File: config.mk
export PLATFORM = sky130hd
export DESIGN_NAME = nap_pwr_seq
export DESIGN_NICKNAME = d
export VERILOG_FILES = /design/src/rtl/nps_pkg.sv /design/src/rtl/nps_sync.sv /design/src/rtl/nps_regs.sv /design/src/rtl/nps_fsm.sv /design/src/rtl/nap_pwr_seq.sv
export SDC_FILE = /design/constraint.sdc
export NUM_CORES = 1
export LEC_CHECK = 0
export BUFFER_PORTS_ARGS = -buffer_cell sky130_fd_sc_hd__buf_2
export CORE_ASPECT_RATIO = 0.8
export CORE_MARGIN = 4
export CORE_UTILIZATION = 47
export CTS_BUF_LIST = sky130_fd_sc_hd__clkbuf_8
export DETAILED_ROUTE_END_ITERATION = 10
export HOLD_SLACK_MARGIN = 0.15
export PLACE_DENSITY = 0.77
export SLEW_MARGIN = 25
export SYNTH_ARGS = -nofsm -noshare
export SYNTH_HDL_FRONTEND = slang
export SYNTH_SLANG_ARGS = --single-unit
File: constraint.sdc
create_clock -name clk -period 1.4 [get_ports clk]
set_input_delay 0.21 -clock clk [delete_from_list [all_inputs] [get_ports clk]]
set_output_delay 0.21 -clock clk [all_outputs]
set_load 0.02 [all_outputs]
File: src/rtl/nps_pkg.sv
package nps_pkg;
  typedef enum logic [1:0] {
    ST_ACQ  = 2'd0,
    ST_CONV = 2'd1,
    ST_NAP  = 2'd2,
    ST_WAKE = 2'd3
  } nps_state_e;
endpackage

File: src/rtl/nps_sync.sv
module nps_sync #(
  parameter int STAGES = 2
) (
  input  logic clk,
  input  logic rst,
  input  logic pin,
  output logic lvl,
  output logic rise,
  output logic fall
);
  logic [STAGES:0] sh;

  always_ff @(posedge clk) begin
    if (rst) sh <= '0;
    else     sh <= {sh[STAGES-1:0], pin};
  end

  assign lvl  = sh[STAGES-1];
  assign rise = sh[STAGES-1] & ~sh[STAGES];
  assign fall = ~sh[STAGES-1] & sh[STAGES];
endmodule

File: src/rtl/nps_regs.sv
module nps_regs #(
  parameter int          ADDR_W        = 4,
  parameter int          DATA_W        = 8,
  parameter int          KEY_ADDR      = 5,
  parameter int          KEY_VAL       = 'h69,
  parameter int          CTRL_ADDR     = 4,
  parameter int          RELOCK_WRITES = 2
) (
  input  logic              clk,
  input  logic              rst,
  input  logic              wr_en,
  input  logic [ADDR_W-1:0] wr_addr,
  input  logic [DATA_W-1:0] wr_data,
  output logic [DATA_W-1:0] ctrl,
  output logic              open_q
);
  localparam int BW = $clog2(RELOCK_WRITES + 1);
  localparam logic [ADDR_W-1:0] KA = ADDR_W'(KEY_ADDR);
  localparam logic [ADDR_W-1:0] CA = ADDR_W'(CTRL_ADDR);
  localparam logic [DATA_W-1:0] KV = DATA_W'(KEY_VAL);

  logic [BW-1:0] budget;
  logic          key_hit, ctrl_hit;

  assign key_hit  = wr_en && (wr_addr == KA) && (wr_data == KV);
  assign ctrl_hit = wr_en && (wr_addr == CA) && open_q;

  always_ff @(posedge clk) begin
    if (rst) begin
      ctrl   <= '0;
      open_q <= 1'b0;
      budget <= '0;
    end else if (key_hit) begin
      open_q <= 1'b1;
      budget <= BW'(RELOCK_WRITES);
    end else if (ctrl_hit) begin
      ctrl   <= wr_data;
      budget <= budget - 1'b1;
      if (budget == BW'(1)) open_q <= 1'b0;
    end
  end
endmodule

File: src/rtl/nps_fsm.sv
module nps_fsm
  import nps_pkg::*;
#(
  parameter int CONV_CYCLES = 16,
  parameter int WAKE_CYCLES = 8
) (
  input  logic       clk,
  input  logic       rst,
  input  logic       nap_en,
  input  logic       lvl,
  input  logic       rise,
  input  logic       fall,
  output nps_state_e state,
  output logic       wake_done,
  output logic       start_err
);
  localparam int MAXC = (CONV_CYCLES > WAKE_CYCLES) ? CONV_CYCLES : WAKE_CYCLES;
  localparam int CW   = $clog2(MAXC + 1);

  logic [CW-1:0] cnt;

  always_ff @(posedge clk) begin
    if (rst) begin
      state     <= ST_ACQ;
      cnt       <= '0;
      wake_done <= 1'b0;
      start_err <= 1'b0;
    end else begin
      start_err <= 1'b0;
      unique case (state)
        ST_ACQ: begin
          if (rise) begin
            state     <= ST_CONV;
            cnt       <= CW'(CONV_CYCLES - 1);
            wake_done <= 1'b0;
          end
        end
        ST_CONV: begin
          if (rise) start_err <= 1'b1;
          if (cnt == '0) state <= (nap_en && lvl) ? ST_NAP : ST_ACQ;
          else           cnt   <= cnt - 1'b1;
        end
        ST_NAP: begin
          if (fall) begin
            state <= ST_WAKE;
            cnt   <= CW'(WAKE_CYCLES - 1);
          end
        end
        ST_WAKE: begin
          if (rise) start_err <= 1'b1;
          if (cnt == '0) begin
            state     <= ST_ACQ;
            wake_done <= 1'b1;
          end else begin
            cnt <= cnt - 1'b1;
          end
        end
        default: state <= ST_ACQ;
      endcase
    end
  end
endmodule

File: src/rtl/nap_pwr_seq.sv
module nap_pwr_seq
  import nps_pkg::*;
#(
  parameter int ADDR_W        = 4,
  parameter int DATA_W        = 8,
  parameter int KEY_ADDR      = 5,
  parameter int KEY_VAL       = 'h69,
  parameter int CTRL_ADDR     = 4,
  parameter int NAP_BIT       = 0,
  parameter int RELOCK_WRITES = 2,
  parameter int CONV_CYCLES   = 16,
  parameter int WAKE_CYCLES   = 8,
  parameter int SYNC_STAGES   = 2
) (
  input  logic              clk,
  input  logic              rst,
  input  logic              wr_en,
  input  logic [ADDR_W-1:0] wr_addr,
  input  logic [DATA_W-1:0] wr_data,
  input  logic              cs_pin,
  output logic [DATA_W-1:0] ctrl_q,
  output logic              unlocked,
  output logic [1:0]        state_q,
  output logic              start_ok,
  output logic              wake_done,
  output logic              start_err
);
  logic       cs_lvl, cs_rise, cs_fall;
  logic       nap_en;
  nps_state_e st;

  nps_sync #(.STAGES(SYNC_STAGES)) u_sync (
    .clk (clk), .rst (rst), .pin (cs_pin),
    .lvl (cs_lvl), .rise (cs_rise), .fall (cs_fall)
  );

  nps_regs #(
    .ADDR_W(ADDR_W), .DATA_W(DATA_W), .KEY_ADDR(KEY_ADDR), .KEY_VAL(KEY_VAL),
    .CTRL_ADDR(CTRL_ADDR), .RELOCK_WRITES(RELOCK_WRITES)
  ) u_regs (
    .clk (clk), .rst (rst), .wr_en (wr_en), .wr_addr (wr_addr),
    .wr_data (wr_data), .ctrl (ctrl_q), .open_q (unlocked)
  );

  assign nap_en = ctrl_q[NAP_BIT];

  nps_fsm #(.CONV_CYCLES(CONV_CYCLES), .WAKE_CYCLES(WAKE_CYCLES)) u_fsm (
    .clk (clk), .rst (rst), .nap_en (nap_en), .lvl (cs_lvl),
    .rise (cs_rise), .fall (cs_fall), .state (st),
    .wake_done (wake_done), .start_err (start_err)
  );

  assign state_q  = st;
  assign start_ok = (st == ST_ACQ);
endmodule

Yosys cells after proc, flatten, opt, wreduce, memory -nomap -nowiden

Cells that the tools add are included.

Bits in registers: 23
Input port bits: 16
Output and inout port bits: 14
Word-level logic and storage cells: 66

Add/subtract/negate cells: 2
Equality and inequality tests: 12
Mux-type cells: 19
Bitwise gates (word level): 6
Reduce and logical (&&, ||, !) cells: 18

Operators with widths:

| kind                                                  | number |
|---|---|
| 2-to-1 mux 5 bit                                      | 3 |
| one-hot mux 5 bit (3 select lines)                    | 1 |
| 2-to-1 mux 2 bit                                      | 7 |
| equality test 4 x 3 -> 1 bit, second input constant   | 2 |
| equality test 8 x 7 -> 1 bit, second input constant   | 1 |
| one-hot mux 2 bit (4 select lines)                    | 1 |
| 2-to-1 mux 1 bit                                      | 6 |
| inequality test 2 x 1 -> 1 bit, second input constant | 3 |
| AND reduction 3 bit                                   | 2 |
| nonzero test 2 bit                                    | 3 |
| OR reduction 2 bit                                    | 3 |
| logical AND 1 bit                                     | 5 |
| logical NOT 5 bit                                     | 1 |
| subtractor 5 x 1 -> 5 bit, second input constant      | 1 |
| equality test 2 x 1 -> 1 bit, second input constant   | 2 |
| equality test 2 bit, second input constant            | 2 |
| inequality test 2 bit, second input constant          | 2 |
| NOT 1 bit                                             | 4 |
| AND reduction 2 bit                                   | 2 |
| AND reduction 4 bit                                   | 1 |
| bitwise AND 1 bit                                     | 2 |
| logical NOT 2 bit                                     | 1 |
| one-hot mux 1 bit (2 select lines)                    | 1 |
| subtractor 2 x 1 -> 2 bit, second input constant      | 1 |

Depth between registers and ports, before layout

Gate-level depths: netlist (run 1).

Word-level depth: 5
Mapped depth: 6
Depth with buffers taken out: 6

Cells and area by module

A second synthesis (run 1) with hierarchy kept.

Cells, all modules: 117
Area, all modules: 1057.3 µm²

Modules (own cells, without submodules):

| module      | times used | cells an instance | area each (µm²) | seq. area each (µm²) |
|---|---|---|---|---|
| nps_regs    | 1          | 60                | 534.3           | 220.2 |
| nps_fsm     | 1          | 48                | 427.9           | 180.2 |
| nps_sync    | 1          | 8                 | 91.3            | 60.1 |
| nap_pwr_seq | 1          | 1                 | 3.8             | 0.0 |

Least setup slack after synthesis (run 1)

No wires, ideal clock.

Path kind: register to register
Start point: reg u_fsm.cnt[0]
End point: reg (tool-made name)
Setup time: 71 ps
Arrival time: 1256 ps
Data required time: 1329 ps
Path slack: 72 ps
Stages on the path, launching flop included: 7
Path buffers: 0
Clock period less this slack: 1328 ps
Cell sequence: dfxtp_1 -> inv_1 -> ha_1 -> nor4b_4 -> and2_1 -> nand4b_1 -> a21oi_1

RTL lines:

| item                     | RTL line      | text |
|---|---|---|
| start: declaration       | nps_fsm.sv:20 | `logic [CW-1:0] cnt;` |
| start signal: assignment | nps_fsm.sv:34 | `cnt <= CW'(CONV_CYCLES - 1);` |
| start signal: assignment | nps_fsm.sv:41 | `else cnt <= cnt - 1'b1;` |
| start signal: assignment | nps_fsm.sv:46 | `cnt <= CW'(WAKE_CYCLES - 1);` |

Worst setup path after layout (run 1)

Start point: reg u_fsm.cnt[0]
End point: reg u_fsm.cnt[1]

Longest elaborated chain between the ends: 3
Elaborated cells on any way between the ends: 6
Those cells by class: add/sub (1); eq/ne (1); mux (2); reduce/logical (2)

RTL lines:

| item |
|---|
| subtractor 5 x 1 -> 5 bit / logical NOT 5 bit (equally long branches) |
| 2-to-1 mux 5 bit / inequality test 2 bit (equally long branches) |
| one-hot mux 5 bit (3 select lines) / AND reduction 3 bit (equally long branches) |

Parallel ways exist; a longest one is shown, timed or not. The select of a mux whose other input is x is not followed.
A chain may end at the register's enable or synchronous reset.

==> flow_metrics.env, run 1 <==
export IMPL_outcome="finished with violations"
export IMPL_violations="setup timing"
export IMPL_hold_viol=0
export IMPL_synth_compound_area_frac=0.108
export IMPL_synth_top_area_frac=0.462
export IMPL_yosys_warnings=0
export IMPL_htreeDepth=1
export IMPL_slew_headroom=0.711
export IMPL_portBuffers=29
export IMPL_diodes=0
export IMPL_core_um2=1940
export IMPL_skew_ns=0.00233
export IMPL_antenna_found_initial=0
export IMPL_dieHeight_um=49.2
export IMPL_ys_seq_area_frac=0.462
export IMPL_fmax_mhz=708
export IMPL_slew_viol_final=0
export IMPL_synthAdderAreaFrac=0.0251
export IMPL_setup_viol=2
export IMPL_num_vias=858
export IMPL_dp_slack_ns=-0.0238
export IMPL_drt_wirelength_per_cell_um=13.3
export IMPL_netlist_instances=101
export IMPL_finalCritPeriodShare=1.01
export IMPL_ant_nets=0
export IMPL_via_per_inst=5.20
export IMPL_instances_no_fill=165
export IMPL_grt_pass1_wl_mm=3.48
export IMPL_hpwl_mm=1.58
export IMPL_synthXorXnorAreaFrac=0.00878
export IMPL_root_buffer="clkbuf_8"
export IMPL_cts_tree="done"
export IMPL_gr_usage_all_layers=0.151
export IMPL_clkLatencyLatePin_ns=0.26
export IMPL_dp_cells=156
export IMPL_irDropWorstVdd_v=0.000928
export IMPL_pin_count=30
export IMPL_drive_gt1_frac=0.418
export IMPL_path_max_fanout=5
export IMPL_fin_hold_ws_ns=0.159
export IMPL_dpl_cell_area_um2=1190
export IMPL_drv_cap=0
export IMPL_hp_class="in -> reg"
export IMPL_drt_first_pass_iters=4
export IMPL_syn_mean_instance_area_um2=9.87
export IMPL_start_util=0.513
export IMPL_cp_end_kind="register"
export IMPL_postCtsHoldBufs=0
export IMPL_die_area_um2=2930
export IMPL_synth_cell_types=35
export IMPL_row_count=14
export IMPL_synth_nets=119
export IMPL_leakagePower_nw=0.644
export IMPL_synth_cell_area_um2=997
export IMPL_cp_start_kind="register"
export IMPL_path_class="reg -> reg"
export IMPL_cp_required_ns=1.57
export IMPL_drc=0
export IMPL_drt_total_wl_mm=2.19
export IMPL_p_per_area_nw_per_um2=990
export IMPL_fin_crit_ns=1.41
export IMPL_grt_max_degree=24
export IMPL_areaGrowthSynthToFinish_pct=31.4
export IMPL_synth_mux_area_frac=0.0903
export IMPL_grt_setup_unrepaired="yes"
export IMPL_grt_pass1_vias=850
export IMPL_netlist_top_cells_area="dfxtp_1, mux2i_1, nor2_1"
export IMPL_synth_simple_area_share=0.265
export IMPL_drt_iter0_drc=15
export IMPL_numCtsBuffers=3
export IMPL_cts_sinks=23
export IMPL_clk_path_buf_depth=2
export IMPL_clkTransAtPathRegs_ns=0.07
export IMPL_gp_congestion=0.738
export IMPL_ys_seq_elements=23
export IMPL_die_x_um=59.5
export IMPL_synth_largest_area_cell="dfxtp_1"
export IMPL_finalWorstSetupSlack_ns=-0.0126
export IMPL_final_nets=160
export IMPL_worst_pin_slew_ns=0.429
export IMPL_final_area_um2=1310
export IMPL_setup_tns_ns=-0.0164
export IMPL_synth_top_family_by_area="simple AND/OR/NAND/NOR gates"
export IMPL_arrival_ns=1.58
export IMPL_grt_remaining_overflow=0
## power breakdown
group / leakage (nW) / internal [W] / switching, W
clock: 0.0269 / 0.000195 / 0.000191
sequential: 0.187 / 0.000672 / 0.0000186
combinational: 0.430 / 0.000115 / 0.000105
## worst max-delay path, cell delays in order, from the launching register on
cell and delay [ns]:
dfxtp_2 0.34, inv_2 0.07, ha_4 0.13, nor4b_4 0.33
buf_4 0.19, nor2_2 0.04, a221oi_2 0.22
## worst paths after layout
path                                                  end                 startpoint  slack (ns)  depth (start not counted)
worst min register to register    u_sync.sh[1]$_SDFF_PP0_    u_sync.sh[0]$_SDFF_PP0_        0.45                          1
worst min-delay path              u_sync.sh[0]$_SDFF_PP0_                     cs_pin        0.16                          2
worst max register to register  u_fsm.cnt[1]$_SDFFE_PP0P_  u_fsm.cnt[0]$_SDFFE_PP0P_       -0.01                          6
worst max-delay path            u_fsm.cnt[1]$_SDFFE_PP0P_  u_fsm.cnt[0]$_SDFFE_PP0P_       -0.01                          6
## cells by family after synthesis
kind of cell,after synthesis
and+or+nand+nor,41
DFF,23
AOI/OAI and AO/OA,16
buffers and inverters,9
muxes,9
adders and majority gates,2
xor gates and xnor gates,1
## flip-flops by register name, summed over array words and instances (netlist names), named ones only
signal / count
u_regs.open_q: 1
u_regs.ctrl: 8
u_fsm.start_err: 1
u_sync.sh: 3
u_fsm.state: 1
u_fsm.wake_done: 1
u_regs.budget: 2
u_fsm.cnt: 5
## final cells by class
cell class | count | area [um^2]
clock buffers | 3 | 41.3
clock inverters | 1 | 3.75
fillers | 153 | 634
inverters | 5 | 18.8
multi-input cells | 69 | 526
flip-flops and latches | 23 | 463
well taps | 24 | 30.0
repair buffers | 40 | 228
## synth_stat cells
cell type   n
and3b_1     1
o21ai_0     2
inv_1       5
o31a_1      1
a21oi_1     6
clkbuf_1    1
o311ai_1    1
nand2_4     1
nor2_1     13
and2_1      1
nor2b_1     3
nand2_1     4
nor4_1      1
a221oi_2    1
nand3_4     1
nor3_1      3
a211oi_2    1
buf_4       2
or2b_1      1
a22oi_1     1
and4bb_1    1
ha_1        2
and3_1      1
nand4b_1    1
o21ai_1     3
nand4_1     2
nand2_2     1
nand2b_1    2
xnor2_1     1
nor4b_4     1
nand3b_1    2
buf_1       1
or3b_4      1
dfxtp_1    23
mux2i_1     9
## repair_timing
action                                  4_1_cts  5_1_grt
hold endpoints to repair                      0        0
buffers inserted                              2        3
endpoints found under the setup margin        1        6
pin swaps                                     2        8
gates resized for setup                       5        5
## stage by stage
stage	power [W]	util
after floorplan	0.000803	-
after global placement	0.000856	0.615
after detailed placement	0.000863	0.615
after CTS	0.00127	0.649
after global routing	0.00137	0.674
final	0.00130	0.674
## layer usage
| metal | vias to the layer above | part of all wire | GRT usage |
|---|---|---|---|
| li1 | 433 | - | - |
| met4 | 0 | 0.0023 | 0.0221 |
| met1 | 408 | 0.44 | 0.167 |
| met2 | 15 | 0.51 | 0.276 |
| met3 | 2 | 0.046 | 0.0556 |
| met5 | - | 0 | 0 |
## cells in the final DEF, fill, tap and decap left out, types with 2 or more instances in the layout
cell type and n:
nand3b_1 2, nand2b_1 2, dfxtp_2 2, mux2i_1 9
inv_2 2, a21oi_1 6, buf_2 29, o21ai_0 2
buf_4 11, o21ai_1 3, nor2b_1 3, nand2_1 4
nor2_1 12, nand4_1 2, dfxtp_1 21, inv_1 4
nor3_1 2, clkbuf_8 3
(Power assumes the default switching activity.)
==> inputs of run 2 (changes only) <==
--- a/config.mk
+++ b/config.mk
@@ -12,6 +12,7 @@
 export CTS_BUF_LIST = sky130_fd_sc_hd__clkbuf_8
 export DETAILED_ROUTE_END_ITERATION = 10
 export HOLD_SLACK_MARGIN = 0.15
+export MAX_ROUTING_LAYER = met4
 export PLACE_DENSITY = 0.77
 export SLEW_MARGIN = 25
 export SYNTH_ARGS = -nofsm -noshare
==> flow_metrics.env, run 2 (same netlist as run 1, synthesis figures left out) <==
export IMPL_outcome="finished with violations"
export IMPL_violations="setup timing"
export IMPL_dieHeight_um=49.2
export IMPL_grt_pass1_vias=849
export IMPL_antenna_found_initial=0
export IMPL_grt_setup_unrepaired="yes"
export IMPL_fmax_mhz=708
export IMPL_root_buffer="clkbuf_8"
export IMPL_grt_pass1_wl_mm=3.48
export IMPL_crit_slowest_cell="dfxtp_2"
export IMPL_drt_first_pass_iters=4
export IMPL_hpwl_mm=1.58
export IMPL_areaGrowthSynthToFinish_pct=31.4
export IMPL_die_area_um2=2930
export IMPL_power_switching_w=0.000314
export IMPL_cts_sinks=23
export IMPL_cp_end_kind="register"
export IMPL_slowest_delay_ns=0.34
export IMPL_grt_max_degree=24
export IMPL_fin_hold_ws_ns=0.159
export IMPL_core_um2=1940
export IMPL_gp_congestion=0.747
export IMPL_cp_start_kind="register"
export IMPL_comb_power_share=0.170
export IMPL_drc=0
export IMPL_crit_family="simple AND/OR/NAND/NOR gates"
export IMPL_drt_wirelength_per_cell_um=13.3
export IMPL_final_nets=160
export IMPL_start_util=0.513
export IMPL_htreeDepth=1
export IMPL_power_w=0.00130
export IMPL_pin_count=30
export IMPL_drt_total_wl_mm=2.19
export IMPL_regMostFlops="u_regs.ctrl"
export IMPL_layout_commonest_cell="buf_2"
export IMPL_leakagePower_nw=0.644
export IMPL_finalWorstSetupSlack_ns=-0.0125
export IMPL_num_vias=858
export IMPL_p_seq_frac=0.533
export IMPL_top_regs="u_regs.ctrl x8, u_fsm.cnt x5, u_sync.sh x3"
export IMPL_via_per_inst=5.20
export IMPL_clkLatencyLatePin_ns=0.26
export IMPL_mostFrequentLayoutCells="buf_2, dfxtp_1, nor2_1"
export IMPL_die_x_um=59.5
export IMPL_p_per_area_nw_per_um2=990
export IMPL_worstPathCellList="inv_2, ha_4, nor4b_4, buf_4, nor2_2, a221oi_2"
export IMPL_arrival_ns=1.58
export IMPL_worst_pin_slew_ns=0.429
export IMPL_slew_headroom=0.711
export IMPL_crit_buf_inv=2
export IMPL_skew_ns=0.00233
export IMPL_setup_viol=2
export IMPL_largest_reg_flops=8
export IMPL_gr_usage_all_layers=0.155
export IMPL_slew_viol_final=0
export IMPL_fin_crit_ns=1.41
export IMPL_ant_nets=0
export IMPL_diodes=0
export IMPL_portBuffers=29
export IMPL_numCtsBuffers=3
export IMPL_path_max_fanout=5
export IMPL_hold_viol=0
export IMPL_drive_gt1_frac=0.418
export IMPL_hp_class="in -> reg"
export IMPL_clk_path_buf_depth=2
export IMPL_irDropWorstVdd_v=0.000928
export IMPL_p_int_w=0.000983
export IMPL_row_count=14
export IMPL_switching_share=0.242
export IMPL_cp_required_ns=1.57
export IMPL_clkPwrFrac=0.298
export IMPL_path_class="reg -> reg"
export IMPL_instances_no_fill=165
export IMPL_grt_remaining_overflow=0
export IMPL_drt_iter0_drc=15
export IMPL_finalCritPeriodShare=1.01
export IMPL_drv_cap=0
export IMPL_clkTransAtPathRegs_ns=0.07
export IMPL_cts_tree="done"
export IMPL_dp_cells=156
==> run 2: timing repair <==
action | 4_1_cts | 5_1_grt
setup endpoints to repair | 1 | 6
setup buffers | 2 | 3
pin swaps | 2 | 8
hold buffers | 0 | 0
resized for setup | 5 | 5
==> run 2: power by group through the flow <==
stage / combinational, W / sequential [W] / clock [W]
floorplan: 0.0000990 / 0.000704 / 0
global placement: 0.000154 / 0.000701 / 0
detailed placement: 0.000160 / 0.000703 / 0
CTS: 0.000182 / 0.000689 / 0.000396
global route: 0.000240 / 0.000692 / 0.000434
finish: 0.000220 / 0.000691 / 0.000386
==> run 2: layer usage <==
layer / vias up / global-route usage / routed length, um
met1: 408 / 0.167 / 961
met2: 15 / 0.276 / 1120
met4: 0 / 0.0221 / 5
li1: 433 / - / -
met5: - / - / 0
met3: 2 / 0.0556 / 101
==> run 2: stage by stage <==
stage                     worst slack, ns  utilization  TNS [ns]  cell area (um^2)
after global routing               -0.128        0.674    -0.541              1310
after global placement             0.0724        0.615         0              1190
after floorplan                    0.0725            -         0               997
after CTS                         0.00709        0.649         0              1260
after detailed placement          -0.0238        0.615   -0.0238              1190
final                             -0.0125        0.674   -0.0163              1310
==> run 2: worst paths after layout <==
kind                                           startpoint                        end  slack [ns]  depth (start not counted)
worst max-delay path            u_fsm.cnt[0]$_SDFFE_PP0P_  u_fsm.cnt[1]$_SDFFE_PP0P_       -0.01                          6
worst min-delay path                               cs_pin    u_sync.sh[0]$_SDFF_PP0_        0.16                          2
worst max register to register  u_fsm.cnt[0]$_SDFFE_PP0P_  u_fsm.cnt[1]$_SDFFE_PP0P_       -0.01                          6
worst min register to register    u_sync.sh[0]$_SDFF_PP0_    u_sync.sh[1]$_SDFF_PP0_        0.45                          1
==> run 2: cell type report <==
type / count / area, um^2
fill: 153 / 634
sequential: 23 / 463
timing repair buffer: 40 / 228
multi-input combinational: 69 / 526
clock buffer: 3 / 41.3
inverter: 5 / 18.8
clock inverter: 1 / 3.75
tap: 24 / 30.0
==> run 2: worst register-to-register path, cell delays in order, from the launching register on <==
cell,delay (ns)
dfxtp_2,0.34
inv_2,0.08
ha_4,0.13
nor4b_4,0.33
buf_4,0.19
nor2_2,0.04
a221oi_2,0.22
